[config.mk]
export PLATFORM = sky130hd
export DESIGN_NAME = irq_bank_top
export DESIGN_NICKNAME = d
export VERILOG_FILES = /design/src/rtl/irq_bank_pkg.sv /design/src/rtl/irq_change_det.sv /design/src/rtl/irq_sticky_reg.sv /design/src/rtl/irq_host_if.sv /design/src/rtl/irq_bank_top.sv
export SDC_FILE = /design/constraint.sdc
export NUM_CORES = 1
export LEC_CHECK = 0
export CAP_MARGIN = 5
export CORE_AREA = 10 10 133 135
export DETAILED_ROUTE_END_ITERATION = 7
export DIE_AREA = 0 0 143 145
export PLACE_DENSITY_LB_ADDON = 0.15
export SETUP_SLACK_MARGIN = 0.1
export SLEW_MARGIN = 5
export SYNTH_ARGS = -nofsm -noshare
export SYNTH_HDL_FRONTEND = slang
export SYNTH_SLANG_ARGS = --single-unit
[constraint.sdc]
create_clock -name clk_i -period 3.1 [get_ports clk_i]
set_input_delay 0.775 -clock clk_i [delete_from_list [all_inputs] [get_ports clk_i]]
set_output_delay 0.775 -clock clk_i [all_outputs]
set_load 0.02 [all_outputs]
[src/rtl/irq_bank_pkg.sv]
package irq_bank_pkg;
  localparam int REG_W    = 16;
  localparam int NUM_REGS = 3;
  localparam logic [7:0] ADDR_BANK     = 8'h00;
  localparam logic [7:0] ADDR_STAT     = 8'h01;
  localparam logic [7:0] ADDR_IRQ_BASE = 8'h10;
  localparam logic [7:0] ADDR_EN_BASE  = 8'h18;
  localparam logic [7:0] BANK_IRQ      = 8'h01;
  // register index order, fixed by address decode
  localparam int IDX_PART = 0;
  localparam int IDX_RUNT = 1;
  localparam int IDX_LINK = 2;
endpackage

[src/rtl/irq_change_det.sv]
module irq_change_det #(
  parameter int W = 12
) (
  input  logic         clk_i,
  input  logic         rst_ni,
  input  logic [W-1:0] state_i,
  output logic [W-1:0] chg_o
);
  logic [W-1:0] prev_q;

  always_ff @(posedge clk_i or negedge rst_ni) begin
    if (!rst_ni) prev_q <= '0;
    else         prev_q <= state_i;
  end

  assign chg_o = state_i ^ prev_q;
endmodule

[src/rtl/irq_sticky_reg.sv]
module irq_sticky_reg
  import irq_bank_pkg::*;
#(
  parameter int W = 14
) (
  input  logic             clk_i,
  input  logic             rst_ni,
  input  logic [REG_W-1:0] set_i,
  input  logic             clr_lo_i,
  input  logic             clr_hi_i,
  input  logic             en_wr_lo_i,
  input  logic             en_wr_hi_i,
  input  logic [7:0]       wdata_i,
  output logic [REG_W-1:0] stat_o,
  output logic [REG_W-1:0] en_o
);
  logic [W-1:0] stat_q, en_q;

  for (genvar i = 0; i < W; i++) begin : g_bit
    localparam bit HI = (i >= 8);
    logic clr, wr;
    assign clr = HI ? clr_hi_i : clr_lo_i;
    assign wr  = HI ? en_wr_hi_i : en_wr_lo_i;

    // set after clear: a same-cycle event survives the read
    always_ff @(posedge clk_i or negedge rst_ni) begin
      if (!rst_ni) begin
        stat_q[i] <= 1'b0;
        en_q[i]   <= 1'b0;
      end else begin
        stat_q[i] <= (stat_q[i] & ~clr) | (set_i[i] & en_q[i]);
        if (wr) en_q[i] <= wdata_i[i % 8];
      end
    end
  end

  if (W < REG_W) begin : g_pad
    assign stat_o = {{(REG_W-W){1'b0}}, stat_q};
    assign en_o   = {{(REG_W-W){1'b0}}, en_q};
  end else begin : g_nopad
    assign stat_o = stat_q;
    assign en_o   = en_q;
  end
endmodule

[src/rtl/irq_host_if.sv]
module irq_host_if
  import irq_bank_pkg::*;
(
  input  logic                             clk_i,
  input  logic                             rst_ni,
  input  logic                             wr_en_i,
  input  logic                             rd_en_i,
  input  logic [7:0]                       addr_i,
  input  logic [7:0]                       wdata_i,
  input  logic [NUM_REGS-1:0][REG_W-1:0]   stat_i,
  input  logic [NUM_REGS-1:0][REG_W-1:0]   en_i,
  input  logic                             any_i,
  output logic                             bank_sel_o,
  output logic [NUM_REGS-1:0]              clr_lo_o,
  output logic [NUM_REGS-1:0]              clr_hi_o,
  output logic [NUM_REGS-1:0]              en_wr_lo_o,
  output logic [NUM_REGS-1:0]              en_wr_hi_o,
  output logic [7:0]                       rdata_o
);
  localparam logic [7:0] SPAN = 8'(2 * NUM_REGS);

  logic [7:0] bank_q, rdata_q, rd_d;
  logic [7:0] irq_off, en_off;
  logic       irq_hit, en_hit;

  assign bank_sel_o = (bank_q == BANK_IRQ);
  assign irq_off    = addr_i - ADDR_IRQ_BASE;
  assign en_off     = addr_i - ADDR_EN_BASE;
  assign irq_hit    = bank_sel_o && (addr_i >= ADDR_IRQ_BASE) && (irq_off < SPAN);
  assign en_hit     = bank_sel_o && (addr_i >= ADDR_EN_BASE) && (en_off < SPAN);

  for (genvar r = 0; r < NUM_REGS; r++) begin : g_dec
    logic irq_sel, en_sel;
    assign irq_sel       = irq_hit && (irq_off[7:1] == 7'(r));
    assign en_sel        = en_hit && (en_off[7:1] == 7'(r));
    assign clr_lo_o[r]   = rd_en_i && irq_sel && !irq_off[0];
    assign clr_hi_o[r]   = rd_en_i && irq_sel && irq_off[0];
    assign en_wr_lo_o[r] = wr_en_i && en_sel && !en_off[0];
    assign en_wr_hi_o[r] = wr_en_i && en_sel && en_off[0];
  end

  always_comb begin
    rd_d = 8'h00;
    if (addr_i == ADDR_BANK)      rd_d = bank_q;
    else if (addr_i == ADDR_STAT) rd_d = {7'b0, any_i};
    else begin
      for (int r = 0; r < NUM_REGS; r++) begin
        if (irq_hit && irq_off[7:1] == 7'(r))
          rd_d = irq_off[0] ? stat_i[r][15:8] : stat_i[r][7:0];
        if (en_hit && en_off[7:1] == 7'(r))
          rd_d = en_off[0] ? en_i[r][15:8] : en_i[r][7:0];
      end
    end
  end

  always_ff @(posedge clk_i or negedge rst_ni) begin
    if (!rst_ni) begin
      bank_q  <= 8'h00;
      rdata_q <= 8'h00;
    end else begin
      rdata_q <= rd_en_i ? rd_d : 8'h00;
      if (wr_en_i && addr_i == ADDR_BANK) bank_q <= wdata_i;
    end
  end

  assign rdata_o = rdata_q;
endmodule

[src/rtl/irq_bank_top.sv]
module irq_bank_top
  import irq_bank_pkg::*;
#(
  parameter int NUM_TP = 12
) (
  input  logic                clk_i,
  input  logic                rst_ni,
  input  logic                wr_en_i,
  input  logic                rd_en_i,
  input  logic [7:0]          addr_i,
  input  logic [7:0]          wdata_i,
  output logic [7:0]          rdata_o,
  input  logic [NUM_TP+1:0]   part_state_i,
  input  logic [NUM_TP+2:0]   runt_evt_i,
  input  logic [NUM_TP-1:0]   link_pass_i,
  output logic                int_o
);
  localparam int PART_W = NUM_TP + 2;
  localparam int RUNT_W = NUM_TP + 3;
  localparam int LINK_W = NUM_TP;

  logic [PART_W-1:0] part_chg;
  logic [LINK_W-1:0] link_chg;
  logic [NUM_REGS-1:0][REG_W-1:0] set_vec, stat, en;
  logic [NUM_REGS*REG_W-1:0] stat_flat, en_flat;
  logic [NUM_REGS-1:0] clr_lo, clr_hi, en_wr_lo, en_wr_hi;
  logic any_set, int_q, bank_sel;

  irq_change_det #(.W(PART_W)) u_part_det (
    .clk_i(clk_i), .rst_ni(rst_ni), .state_i(part_state_i), .chg_o(part_chg));

  irq_change_det #(.W(LINK_W)) u_link_det (
    .clk_i(clk_i), .rst_ni(rst_ni), .state_i(link_pass_i), .chg_o(link_chg));

  assign set_vec[IDX_PART] = REG_W'(part_chg);
  assign set_vec[IDX_RUNT] = REG_W'(runt_evt_i);
  assign set_vec[IDX_LINK] = REG_W'(link_chg);

  for (genvar r = 0; r < NUM_REGS; r++) begin : g_reg
    localparam int W = (r == IDX_PART) ? PART_W : (r == IDX_RUNT) ? RUNT_W : LINK_W;
    irq_sticky_reg #(.W(W)) u_reg (
      .clk_i(clk_i), .rst_ni(rst_ni), .set_i(set_vec[r]),
      .clr_lo_i(clr_lo[r]), .clr_hi_i(clr_hi[r]),
      .en_wr_lo_i(en_wr_lo[r]), .en_wr_hi_i(en_wr_hi[r]),
      .wdata_i(wdata_i), .stat_o(stat[r]), .en_o(en[r]));
  end

  assign stat_flat = stat;
  assign en_flat   = en;
  assign any_set   = |stat_flat;

  irq_host_if u_host (
    .clk_i(clk_i), .rst_ni(rst_ni), .wr_en_i(wr_en_i), .rd_en_i(rd_en_i),
    .addr_i(addr_i), .wdata_i(wdata_i), .stat_i(stat), .en_i(en),
    .any_i(any_set), .bank_sel_o(bank_sel), .clr_lo_o(clr_lo), .clr_hi_o(clr_hi),
    .en_wr_lo_o(en_wr_lo), .en_wr_hi_o(en_wr_hi), .rdata_o(rdata_o));

  always_ff @(posedge clk_i or negedge rst_ni) begin
    if (!rst_ni) int_q <= 1'b0;
    else         int_q <= any_set;
  end

  assign int_o = int_q;
endmodule

; After elaboration in Yosys (flattened, before gate mapping)
; Index checks and enable logic that the tools add are counted.
[classes]
n_addsub = 2
n_lt_le_gt_ge = 4
n_eq_ne = 6
muxes = 15
bitwise = 131
n_reduce_logical = 35
[op_table]
columns = op, n
row1 = 2-to-1 mux 8 bit, 15
row2 = AND 1 bit, 82
row3 = OR 1 bit, 41
row4 = OR reduction 41 bit, 1
row5 = logical AND 1 bit, 29
row6 = equality test 8 x 1 -> 1 bit (second input constant), 2
row7 = >= comparator 8 x 5 -> 1 bit (second input constant), 2
row8 = < comparator 8 x 3 -> 1 bit (second input constant), 2
row9 = subtractor 8 x 5 -> 8 bit (second input constant), 2
row10 = equality test 7 x 1 -> 1 bit (second input constant), 2
row11 = equality test 7 x 2 -> 1 bit (second input constant), 2
row12 = zero test 7 bit, 2
row13 = XOR 14 bit, 1
row14 = XOR 12 bit, 1
row15 = zero test 8 bit, 1
row16 = inverter 1 bit, 6
row17 = zero test 1 bit, 2
[totals]
reg_bits = 125
inputBits = 61
output_inout_bits = 9

; Depth between registers and ports, before layout
; Gate-level depths: netlist (run 1).
[depth]
word_depth = 13
ltp_mapped = 9
depth_no_buf = 8

; By module
; From an unflattened synthesis (run 1), not the netlist that was laid out.
[hier_totals]
hier_cells = 560
area_unflattened_um2 = 6292.3
[modules_own_cells]
columns = mod, n_inst, cells_each, area_per_inst_um2, seq_area_each_um2
row1 = irq_host_if, 1, 222, 1940.6, 400.4
row2 = irq_sticky_reg (g_reg[1].u_reg), 1, 95, 1204.9, 750.7
row3 = irq_sticky_reg (g_reg[0].u_reg), 1, 91, 1142.3, 700.7
row4 = irq_sticky_reg (g_reg[2].u_reg), 1, 82, 991.0, 600.6
row5 = irq_change_det (u_part_det), 1, 28, 473.0, 350.3
row6 = irq_change_det (u_link_det), 1, 24, 405.4, 300.3
row7 = irq_bank_top, 1, 18, 135.1, 25.0

; Worst setup path after synthesis (run 1)
; No wires, ideal clock.
[synth_path]
path_type = input-to-reg
startpoint = input addr_i[5]
endpoint = register u_host.rdata_q[6], in the netlist u_host.rdata_o[6]
setup_ns = 0.076
t_arrival_ns = 2.627
required_ns = 3.024
setup_slack_ns = 0.397
cell_stages = 8
n_path_buf = 0
cell_sequence = inv_1 -> ha_1 -> and3_1 -> o211ai_2 -> or3_4 -> or3_4 -> o311a_1 -> o21ai_1
[synth_via]
elab_chain_len = 13
[synth_lines]
columns = item, line
row1 = start: declaration, irq_bank_top.sv:10  ; input logic [7:0] addr_i,
row2 = subtractor 8 x 5 -> 8 bit / >= comparator 8 x 5 -> 1 bit (equally long branches), "irq_host_if.sv:27, irq_host_if.sv:29"
row3 = < comparator 8 x 3 -> 1 bit / logical AND 1 bit (equally long branches), irq_host_if.sv:29  ; assign irq_hit = bank_sel_o && (addr_i >= ADDR_IRQ_BASE) && (irq_off < SPAN);
row4 = logical AND 1 bit, irq_host_if.sv:29
row5 = logical AND 1 bit, irq_host_if.sv:48  ; if (irq_hit && irq_off[7:1] == 7'(r))
row6 = 2-to-1 mux 8 bit, irq_host_if.sv:48
row7 = 2-to-1 mux 8 bit, irq_host_if.sv:50  ; if (en_hit && en_off[7:1] == 7'(r))
row8 = 2-to-1 mux 8 bit, irq_host_if.sv:48
row9 = 2-to-1 mux 8 bit, irq_host_if.sv:50
row10 = 2-to-1 mux 8 bit, irq_host_if.sv:48
row11 = 2-to-1 mux 8 bit, irq_host_if.sv:50
row12 = 2-to-1 mux 8 bit, irq_host_if.sv:45  ; else if (addr_i == ADDR_STAT) rd_d = {7'b0, any_i};
row13 = 2-to-1 mux 8 bit *, irq_host_if.sv:44  ; if (addr_i == ADDR_BANK) rd_d = bank_q;
row14 = 2-to-1 mux 8 bit *, irq_host_if.sv:61  ; rdata_q <= rd_en_i ? rd_d : 8'h00;
row15 = end signal: assignment, irq_host_if.sv:61
row16 = end: declaration, irq_host_if.sv:22  ; logic [7:0] bank_q, rdata_q, rd_d;
; Mark *: on every way between the ends. The rest lies on a longest branch, timed or not.
; A chain may end at the register's enable or synchronous reset.

; Worst setup path in the final report (run 1)
[layout_path]
startpoint = input addr_i[5]
endpoint = register g_reg[0].u_reg.en_q[10]
[layout_via]
elab_chain_len = 6
[layout_lines]
columns = item, line
row1 = subtractor 8 x 5 -> 8 bit / >= comparator 8 x 5 -> 1 bit (equally long branches), "irq_host_if.sv:28, irq_host_if.sv:30"
row2 = < comparator 8 x 3 -> 1 bit / logical AND 1 bit (equally long branches), irq_host_if.sv:30  ; assign en_hit = bank_sel_o && (addr_i >= ADDR_EN_BASE) && (en_off < SPAN);
row3 = logical AND 1 bit, irq_host_if.sv:30
row4 = logical AND 1 bit *, irq_host_if.sv:35  ; assign en_sel = en_hit && (en_off[7:1] == 7'(r));
row5 = logical AND 1 bit * (2 in a row), irq_host_if.sv:39  ; assign en_wr_hi_o[r] = wr_en_i && en_sel && en_off[0];
row6 = end signal: indexed assignment, irq_sticky_reg.sv:32  ; if (wr) en_q[i] <= wdata_i[i % 8];
row7 = end: declaration, irq_sticky_reg.sv:17  ; logic [W-1:0] stat_q, en_q;
; Marks and branches as above.

==> impl_metrics.env, run 1 <==
export IMPL_peakVddDrop_uv=357
export IMPL_cts_buffer_depth=2
export IMPL_syn_nets=537
export IMPL_synth_top_cell_by_area="dfrtp_1"
export IMPL_slowest_delay_ps=480
export IMPL_slew_headroom_pct=52.3
export IMPL_cts_root_buf="clkbuf_16"
export IMPL_synth_top_cell_area_share_pct=53.1
export IMPL_arrival_ps=3290
export IMPL_worstHoldPathType="input pin to async pin"
export IMPL_drc=0
export IMPL_cts_tree="yes"
export IMPL_skew_ps=6.52
export IMPL_critPathSlowestCell="clkdlybuf4s50_1"
export IMPL_die_area_sq_mm=0.0207
export IMPL_min_period_over_period_pct=96.2
export IMPL_ys_types=59
export IMPL_synth_edf_count=0
export IMPL_cts_inserted_buffers=17
export IMPL_critical_path_max_fanout=6
export IMPL_ios=70
export IMPL_cp_cell_sequence="clkdlybuf4s50_1, inv_1, ha_1, a21boi_0, o211ai_2, a211o_1, nor2_2, buf_4, mux2_2"
export IMPL_synth_area_sq_mm=0.00590
export IMPL_netlist_top_cells_area="dfrtp_1 53%, mux2_2 11%, a22o_1 6.4%"
export IMPL_place_area_sq_mm=0.00747
export IMPL_setup_viol=0
export IMPL_wl_per_cell_um=22.7
export IMPL_die_x_um=143
export IMPL_maxSlewViolCount=0
export IMPL_grt_pass1_vias=4988
export IMPL_syn_inst=469
export IMPL_start_kind="input pin"
export IMPL_grt_pass1_wl_mm=29.6
export IMPL_synth_avg_cell_area_sq_um=12.6
export IMPL_ys_async_sr_fraction_pct=100
export IMPL_ctsHoldBuffers=0
export IMPL_antennaDiodeCount=0
export IMPL_fp_dieH_um=145
export IMPL_grt_max_degree=84
export IMPL_ys_flop_type="dfrtp_1"
export IMPL_vias=4682
export IMPL_antenna_found_initial=0
export IMPL_yosysWarnings=0
export IMPL_layout_drive_gt1_share_pct=32.1
export IMPL_cts_max_level=4
export IMPL_drt_first_pass_iters=5
export IMPL_gp_congestion=0.966
export IMPL_cts_clk_slew_worst_paths_ps=60
export IMPL_drt_total_wl_mm=19.1
export IMPL_ys_seq_area_share_pct=53.1
export IMPL_cap_violations=0
export IMPL_ys_seq_elements=125
export IMPL_grt_overflow=0
export IMPL_syn2layout_area_growth_pct=38.0
export IMPL_grt_total_usage_pct=18.8
export IMPL_core_sq_mm=0.0150
export IMPL_power_total_mw=4.04
export IMPL_clkLatencyLatePin_ps=420
export IMPL_cts_sink_count=125
export IMPL_rsz0062_at_grt="false"
export IMPL_initial_core_util_pct=39.2
export IMPL_fmax_mhz=335
export IMPL_required_ps=3400
export IMPL_fin_crit_ps=2980
export IMPL_setup_tns_ps=0
export IMPL_numPortBuffers=69
export IMPL_critPathKind="input pin to flop"
export IMPL_hpwl_mm=14.7
export IMPL_rows=45
export IMPL_power_leakage_nw=3.83
export IMPL_power_density_mw_per_mm2=497
export IMPL_final_antenna_net_count=0
export IMPL_worstSetupEndpointType="flop"
export IMPL_via_per_inst=5.57
export IMPL_tightest_slew_ps=709
export IMPL_fin_nets=707
export IMPL_post_route_util_pct=54.1
export IMPL_drtIter0Drc=458
export IMPL_finalHoldViolCount=0
export IMPL_worst_hold_slack_ps=366
export IMPL_status="finished, final reports clean"
export IMPL_final_cell_area_sq_mm=0.00814
-- worst paths after layout --
kind,from,endpoint,slack [ps],depth (start not counted)
min in group clk_i,g_reg[0].u_reg.en_o[2]$_DFFE_PN0P_,g_reg[0].u_reg.stat_o[2]$_DFF_PN0_,510,1
hold reg to reg,g_reg[0].u_reg.en_o[2]$_DFFE_PN0P_,g_reg[0].u_reg.stat_o[2]$_DFF_PN0_,510,1
hold / removal,rst_ni,u_part_det.prev_q[5]$_DFF_PN0_,370,2
setup / recovery,addr_i[5],g_reg[0].u_reg.en_o[10]$_DFFE_PN0P_,120,9
setup reg to reg,u_host.bank_q[3]$_DFFE_PN0P_,u_host.rdata_o[6]$_DFF_PN0_,650,6
max in group asynchronous,rst_ni,u_host.rdata_o[7]$_DFF_PN0_,2240,2
-- cell type report --
class,instances,area (sq um)
fill,1304,6900
sequential,125,3130
multi-input combinational,323,2720
timing repair buffer,164,1420
clock buffer,18,439
tap,188,235
clock inverter,14,169
inverter,8,30.0
-- repair_timing --
action,in CTS,in global routing
gates resized for setup,0,10
buffers inserted,0,2
setup endpoints to repair,0,33
hold endpoints to repair,0,0
-- metal layers --
| layer | wire length [um] | part of all wire, % | global-route usage, % |
|---|---|---|---|
| met4 | 329 | 1.7 | 6.19 |
| met2 | 8400 | 44 | 27.3 |
| met1 | 9030 | 47 | 26.1 |
| met3 | 1340 | 7.0 | 5.38 |
| met5 | 0 | 0 | 0 |
-- sequential cells by signal (all words and copies together) (netlist names) --
| register | flops |
|---|---|
| u_host.rdata_o | 8 |
| g.u_reg.stat_o | 41 |
| u_part_det.prev_q | 14 |
| u_host.bank_q | 8 |
| g.u_reg.en_o | 41 |
| u_link_det.prev_q | 12 |
| int_o | 1 |
-- placed cells by master (no fill, tap or decap), types with 3 or more instances in the layout --
cell type / n
clkinv_2: 4
o21ai_0: 4
a21oi_1: 11
nor3_1: 6
mux2i_1: 23
clkinv_4: 4
nor4_1: 13
nand3_1: 9
dfrtp_1: 125
nand4_1: 8
o211ai_1: 4
a211o_1: 3
or3_4: 3
buf_4: 93
nor2b_1: 5
inv_1: 8
nor2_1: 13
a22o_1: 43
a32oi_1: 3
a31oi_1: 4
nand2b_1: 4
mux2_2: 59
clkbuf_16: 17
ha_1: 7
a22oi_1: 3
clkdlybuf4s50_1: 66
xor2_1: 26
nand2_1: 23
o22ai_1: 3
bufinv_16: 3
-- cells in the mapped netlist, types with 5 or more instances --
| cell type | instances |
|---|---|
| inv_1 | 8 |
| nand3_1 | 9 |
| nor2_1 | 14 |
| a21oi_1 | 11 |
| clkbuf_1 | 6 |
| mux2_2 | 59 |
| nor3_1 | 6 |
| a22o_1 | 43 |
| dfrtp_1 | 125 |
| ha_1 | 7 |
| nor2b_1 | 5 |
| nand2_1 | 24 |
| nor4_1 | 15 |
| mux2i_1 | 23 |
| xor2_1 | 26 |
| nand4_1 | 8 |
-- power breakdown --
part	switching, mW	internal, mW
clock	0.762	1.28
combinational	0.164	0.153
sequential	0.0194	1.66
total	0.945	3.10
-- cell families (layout without fill, tap and decap cells) --
group	Yosys count	after routing	share of synthesized area, %
buf+inv	21	204	1.42
fa+ha+maj	7	7	1.49
mux	83	83	15.4
xor+xnor	26	26	3.86
compound gates	106	106	14.7
simple gates	101	101	10.1
flops	125	125	53.1
-- worst max-delay path: cells and delay by family --
kind / cells / cell delay [ps]
AOI/OAI and AO/OA: 3 / 940
and+or+nand+nor: 1 / 240
muxes: 1 / 340
buffers and inverters: 3 / 760
adders and majority gates: 1 / 210
-- metrics by stage --
stage          cells  setup slack (ps)
2_1_floorplan    469               397
3_3_place_gp     806              -276
3_5_place_dp     806              -308
4_1_cts          838               106
5_1_grt          840               101
6_report         840               118
No activity file was read; power rests on OpenSTA's default activity.
==> run 2: changes to the inputs <==
--- a/config.mk
+++ b/config.mk
@@ -6,9 +6,10 @@
 export NUM_CORES = 1
 export LEC_CHECK = 0
 export CAP_MARGIN = 5
-export CORE_AREA = 10 10 133 135
+export CORE_AREA = 10 10 120 122
+export CTS_CLUSTER_SIZE = 10
 export DETAILED_ROUTE_END_ITERATION = 7
-export DIE_AREA = 0 0 143 145
+export DIE_AREA = 0 0 130 132
 export PLACE_DENSITY_LB_ADDON = 0.15
 export SETUP_SLACK_MARGIN = 0.1
 export SLEW_MARGIN = 5
==> run 2 against run 1 <==
Against the previous run: flip-flop and latch count unchanged; setup slack better by 71 ps; core utilization up 13 points; final area down 1.8%; highest routed layer unchanged; first-iteration DRC count down 7.6%; global-route usage up 4.9 points; critical endpoint is now u_host.rdata_o[6]$_DFF_PN0_.
==> impl_metrics.env, run 2 (same netlist as run 1, synthesis figures left out) <==
export IMPL_pwr_share_seq_pct=41.1
export IMPL_layoutNonFillerInstCount=784
export IMPL_drtIter0Drc=423
export IMPL_cts_inserted_buffers=17
export IMPL_grt_pass1_vias=5021
export IMPL_cell_internal_pwr_mw=3.17
export IMPL_initial_core_util_pct=49.5
export IMPL_tightest_slew_ps=687
export IMPL_critPathKind="input pin to flop"
export IMPL_place_inst=752
export IMPL_cts_clk_slew_worst_paths_ps=60
export IMPL_fin_crit_ps=2910
export IMPL_grt_max_degree=47
export IMPL_worstSetupStartpoint="addr_i[5]"
export IMPL_slowest_delay_ps=510
export IMPL_combPwrFrac_pct=7.8
export IMPL_fin_nets=693
export IMPL_grt_overflow=0
export IMPL_core_sq_mm=0.0119
export IMPL_start_kind="input pin"
export IMPL_arrival_ps=3260
export IMPL_peakVddDrop_uv=394
export IMPL_worstHoldPathType="input pin to async pin"
export IMPL_drt_first_pass_iters=5
export IMPL_antenna_found_initial=0
export IMPL_r2r_start="u_host.bank_q[1]$_DFFE_PN0P_"
export IMPL_cp_cell_sequence="clkdlybuf4s50_1, inv_2, buf_4, ha_1, nor2_1, nor2_1, buf_4, or3_4, or3_4, o311a_1, o21ai_1"
export IMPL_setup_viol=0
export IMPL_worstSetupEndpointType="flop"
export IMPL_cts_buffer_depth=2
export IMPL_power_leakage_nw=3.78
export IMPL_critPathSlowestCell="clkdlybuf4s50_1"
export IMPL_cap_violations=0
export IMPL_cts_tree="yes"
export IMPL_grt_total_usage_pct=23.7
export IMPL_final_common_cell="dfrtp_1"
export IMPL_ios=70
export IMPL_die_area_sq_mm=0.0172
export IMPL_rows=40
export IMPL_seq_area_sq_mm=0.00313
export IMPL_cts_sink_count=125
export IMPL_die_x_um=130
export IMPL_layout_drive_gt1_share_pct=29.4
export IMPL_vias=4748
export IMPL_r2r_end="g_reg[0].u_reg.en_o[13]$_DFFE_PN0P_"
export IMPL_cts_max_level=4
export IMPL_critical_path_max_fanout=4
export IMPL_ctsHoldBuffers=0
export IMPL_drc=0
export IMPL_numPortBuffers=69
export IMPL_worst_hold_slack_ps=394
export IMPL_switchingPower_uw=910
export IMPL_grt_pass1_wl_mm=30.4
export IMPL_cts_root_buf="clkbuf_16"
export IMPL_clkPwrFrac_pct=51.1
export IMPL_status="finished, final reports clean"
export IMPL_reg2reg_slack_ps=580
export IMPL_gp_congestion=0.951
export IMPL_clkLatencyLatePin_ps=420
export IMPL_slew_headroom_pct=53.7
export IMPL_fp_dieH_um=132
export IMPL_drt_total_wl_mm=19.6
export IMPL_required_ps=3450
export IMPL_min_period_over_period_pct=93.9
export IMPL_finalHoldViolCount=0
export IMPL_via_per_inst=6.06
export IMPL_antennaDiodeCount=0
export IMPL_fmax_mhz=343
export IMPL_multi_input_area_sq_mm=0.00270
export IMPL_final_antenna_net_count=0
export IMPL_syn2layout_area_growth_pct=35.5
export IMPL_skew_ps=7.73
export IMPL_wl_per_cell_um=25.0
export IMPL_rsz0062_at_grt="true"
export IMPL_r2r_cells=7
export IMPL_fillerInstances=925
export IMPL_layout_common_cells="125 x dfrtp_1, 79 x buf_4, 65 x clkdlybuf4s50_1"
export IMPL_power_total_mw=4.08
export IMPL_switching_share_pct=22.3
export IMPL_hpwl_mm=14.5
export IMPL_power_density_mw_per_mm2=511
export IMPL_maxSlewViolCount=0
## run 2: metrics by stage
stage	TNS, ps	cell area (sq um)	utilization [%]	setup WS (ps)
floorplan	0	5900	-	397
global placement	-8920	7350	61.7	-242
detailed placement	-11130	7350	61.7	-311
CTS	0	7960	66.8	108
global route	0	7990	67.1	76.0
finish	0	7990	67.1	189
## run 2: worst max-delay path by stage
stage                                              to  slack, ps  cells past startpoint
after floorplan           u_host.rdata_o[6]$_DFF_PN0_        400                      8
after global placement    u_host.rdata_o[6]$_DFF_PN0_       -240                      9
after detailed placement  u_host.rdata_o[6]$_DFF_PN0_       -310                      9
after CTS                 u_host.rdata_o[6]$_DFF_PN0_        110                      9
after global routing      u_host.rdata_o[2]$_DFF_PN0_         80                     11
final                     u_host.rdata_o[6]$_DFF_PN0_        190                     11
## run 2: per-layer routing
metal	GRT usage [%]	share of wire (%)
met1	32.7	45
met4	7.44	1.7
met5	0	0
met2	34.5	46
met3	7.44	7.4
## run 2: power by group through the flow
| stage | Combinational [mW] | Clock [mW] | Sequential, mW |
|---|---|---|---|
| final | 0.318 | 2.09 | 1.68 |
| after global routing | 0.344 | 2.20 | 1.68 |
| after CTS | 0.315 | 2.12 | 1.68 |
| after detailed placement | 0.312 | 0 | 1.71 |
| after global placement | 0.310 | 0 | 1.70 |
| after floorplan | 0.106 | 0 | 1.70 |
## run 2: critical path: cells and delay by family
kind                       cells  cell delay, ps
AOI/OAI and AO/OA              2             430
adders and majority gates      1             200
buffers and inverters          4             890
and+or+nand+nor                4             970
## run 2: layout make-up
| cell class | instances | share of cell area, % |
|---|---|---|
| repair buffers | 150 | 16.7 |
| well taps | 147 | 2.30 |
| clock buffers | 21 | 5.64 |
| inverters | 8 | 0.376 |
| flip-flops and latches | 125 | 39.2 |
| multi-input cells | 323 | 33.8 |
| clock inverters | 10 | 2.05 |
## run 2: timing repair
action	in CTS	in global routing
resized for setup	0	7
setup endpoints to repair	0	28
buffers inserted	0	1
==> run 3: changes to the inputs <==
--- a/config.mk
+++ b/config.mk
@@ -7,9 +7,10 @@
 export LEC_CHECK = 0
 export CAP_MARGIN = 5
 export CORE_AREA = 10 10 120 122
-export CTS_CLUSTER_SIZE = 10
+export CTS_CLUSTER_SIZE = 30
 export DETAILED_ROUTE_END_ITERATION = 7
 export DIE_AREA = 0 0 130 132
+export GPL_TIMING_DRIVEN = 0
 export PLACE_DENSITY_LB_ADDON = 0.15
 export SETUP_SLACK_MARGIN = 0.1
 export SLEW_MARGIN = 5
==> run 3 against run 2 <==
Against the previous run: cell count fell by 7.8%; non-clock buffer count fell by 62; count of clock-buffer cells in the layout did not move; register-to-register slack got worse by 360 ps; combinational power fell by 8.2%; die area did not move; routed wire length fell by 7.4%; final area fell by 5.7%; worst hold slack got worse by 63 ps; first-iteration DRC count fell by 1.4%; power fell by 7.1%; critical endpoint is now u_host.rdata_o[5]$_DFF_PN0_; largest cell class unchanged.
==> impl_metrics.env, run 3 (same netlist as run 1, synthesis figures left out) <==
export IMPL_fp_dieH_um=132
export IMPL_hpwl_mm=12.6
export IMPL_arrival_ps=3300
export IMPL_skew_ps=11.0
export IMPL_clkPwrFrac_pct=48.1
export IMPL_required_ps=3460
export IMPL_clkLatencyLatePin_ps=420
export IMPL_ios=70
export IMPL_cap_violations=0
export IMPL_pre_cts_ws_ps=-843
export IMPL_grt_pass1_vias=4769
export IMPL_core_sq_mm=0.0119
export IMPL_combPwrFrac_pct=7.7
export IMPL_wl_per_cell_um=25.1
export IMPL_ctsHoldBuffers=0
export IMPL_initial_core_util_pct=49.5
export IMPL_rsz0062_at_grt="true"
export IMPL_cts_sink_count=125
export IMPL_fin_crit_ps=2950
export IMPL_cts_root_buf="clkbuf_16"
export IMPL_layout_drive_gt1_share_pct=25.0
export IMPL_critPathSlowestCell="clkdlybuf4s50_1"
export IMPL_cts_buffer_depth=2
export IMPL_syn2layout_area_growth_pct=27.8
export IMPL_vias=4497
export IMPL_finalHoldViolCount=0
export IMPL_setup_slack_ps=152
export IMPL_critPathKind="input pin to flop"
export IMPL_antenna_found_initial=0
export IMPL_cp_top_family="buffers and inverters"
export IMPL_drtIter0Drc=417
export IMPL_worstSetupEndpointType="flop"
export IMPL_rows=40
export IMPL_grt_total_usage_pct=21.7
export IMPL_drt_total_wl_mm=18.1
export IMPL_grt_max_degree=64
export IMPL_layout_common_cells="125 x dfrtp_1, 64 x clkdlybuf4s50_1, 59 x mux2_2"
export IMPL_power_total_mw=3.79
export IMPL_start_kind="input pin"
export IMPL_cts_tree="yes"
export IMPL_place_inst=685
export IMPL_grt_overflow=0
export IMPL_switchingPower_uw=893
export IMPL_drc=0
export IMPL_layoutNonFillerInstCount=723
export IMPL_numPortBuffers=68
export IMPL_die_area_sq_mm=0.0172
export IMPL_final_common_cell="dfrtp_1"
export IMPL_switching_share_pct=23.6
export IMPL_cts_inserted_buffers=17
export IMPL_pwr_share_seq_pct=44.2
export IMPL_power_leakage_nw=3.42
export IMPL_place_area_sq_mm=0.00679
export IMPL_final_antenna_net_count=0
export IMPL_drt_first_pass_iters=5
export IMPL_antennaDiodeCount=0
export IMPL_status="finished, final reports clean"
export IMPL_final_cell_area_sq_mm=0.00753
export IMPL_slowest_delay_ps=600
export IMPL_die_x_um=130
export IMPL_cp_buffers_inverters=2
export IMPL_grt_pass1_wl_mm=28.0
export IMPL_worstHoldPathType="input pin to async pin"
export IMPL_fin_nets=632
export IMPL_setup_viol=0
export IMPL_critical_path_max_fanout=10
export IMPL_cp_cell_sequence="clkdlybuf4s50_1, nor2b_1, nand2_1, a211oi_4, clkbuf_2, a31oi_1, a22oi_1, o211a_1"
export IMPL_tightest_slew_ps=884
export IMPL_power_density_mw_per_mm2=504
export IMPL_peakVddDrop_uv=463
export IMPL_cts_max_level=4
export IMPL_maxSlewViolCount=0
export IMPL_min_period_over_period_pct=95.1
export IMPL_slew_headroom_pct=41.0
export IMPL_fmax_mhz=339
export IMPL_gp_congestion=0.931
export IMPL_via_per_inst=6.22
export IMPL_cell_internal_pwr_mw=2.90
export IMPL_cts_clk_slew_worst_paths_ps=60
==> run 3: cell count changes in the layout (fill, tap and decap cells not counted), sizes merged <==
cell / change
clkbuf: +8
buf: -70
clkdlybuf4s50: -1
dlygate4sd2: +1
clkdlybuf4s15: +1
bufinv: -3
dlymetal6s2s: -1
clkinvlp: +3
o211ai: +1
==> run 3: through the flow <==
| step | setup TNS, ps | util, % | hold slack, ps |
|---|---|---|---|
| after floorplan | 0 | - | 466 |
| after global placement | -492420 | 56.8 | 476 |
| after detailed placement | -55350 | 57.0 | 495 |
| after CTS | 0 | 62.7 | 350 |
| after global routing | 0 | 63.2 | 368 |
| final | 0 | 63.2 | 331 |
==> run 3: layout make-up <==
cell class	count	area (sq um)
sequential	125	3130
tap	147	184
inverter	8	30.0
clock inverter	10	92.6
clock buffer	21	450
timing repair buffer	76	758
fill	963	4380
buffer	12	68.8
multi-input combinational	324	2820
==> run 3: what timing repair did <==
| action | 4_1_cts | 5_1_grt |
|---|---|---|
| endpoints found under the setup margin | 83 | 90 |
| setup buffers | 5 | 2 |
| gates resized for setup | 27 | 18 |
| cloned | 1 | 0 |
| pin swaps | 5 | 3 |
==> run 3: per-layer routing <==
layer  wire length, um  track usage (%)
met4               420             8.31
met1              8000             28.9
met3              1550             7.52
met5                 0                0
met2              8170             31.6
==> run 3: path summary, 6_finish.rpt <==
kind | startpoint | to | slack (ps) | cells after the start
worst max register to register | u_host.bank_q[4]$_DFFE_PN0P_ | u_host.rdata_o[5]$_DFF_PN0_ | 220 | 7
max in group asynchronous | rst_ni | g_reg[0].u_reg.en_o[9]$_DFFE_PN0P_ | 2050 | 2
min in group clk_i | g_reg[2].u_reg.en_o[8]$_DFFE_PN0P_ | g_reg[2].u_reg.stat_o[8]$_DFF_PN0_ | 510 | 1
worst max-delay path | addr_i[1] | u_host.rdata_o[5]$_DFF_PN0_ | 150 | 8
worst min register to register | g_reg[2].u_reg.en_o[8]$_DFFE_PN0P_ | g_reg[2].u_reg.stat_o[8]$_DFF_PN0_ | 510 | 1
worst min-delay path | rst_ni | u_part_det.prev_q[7]$_DFF_PN0_ | 330 | 1
==> run 3: power by group through the flow <==
| stage | clock, mW | combinational (mW) | sequential [mW] |
|---|---|---|---|
| after floorplan | 0 | 0.106 | 1.70 |
| after global placement | 0 | 0.268 | 1.71 |
| after detailed placement | 0 | 0.276 | 1.71 |
| after CTS | 1.85 | 0.288 | 1.68 |
| after global routing | 1.93 | 0.317 | 1.68 |
| final | 1.82 | 0.292 | 1.68 |
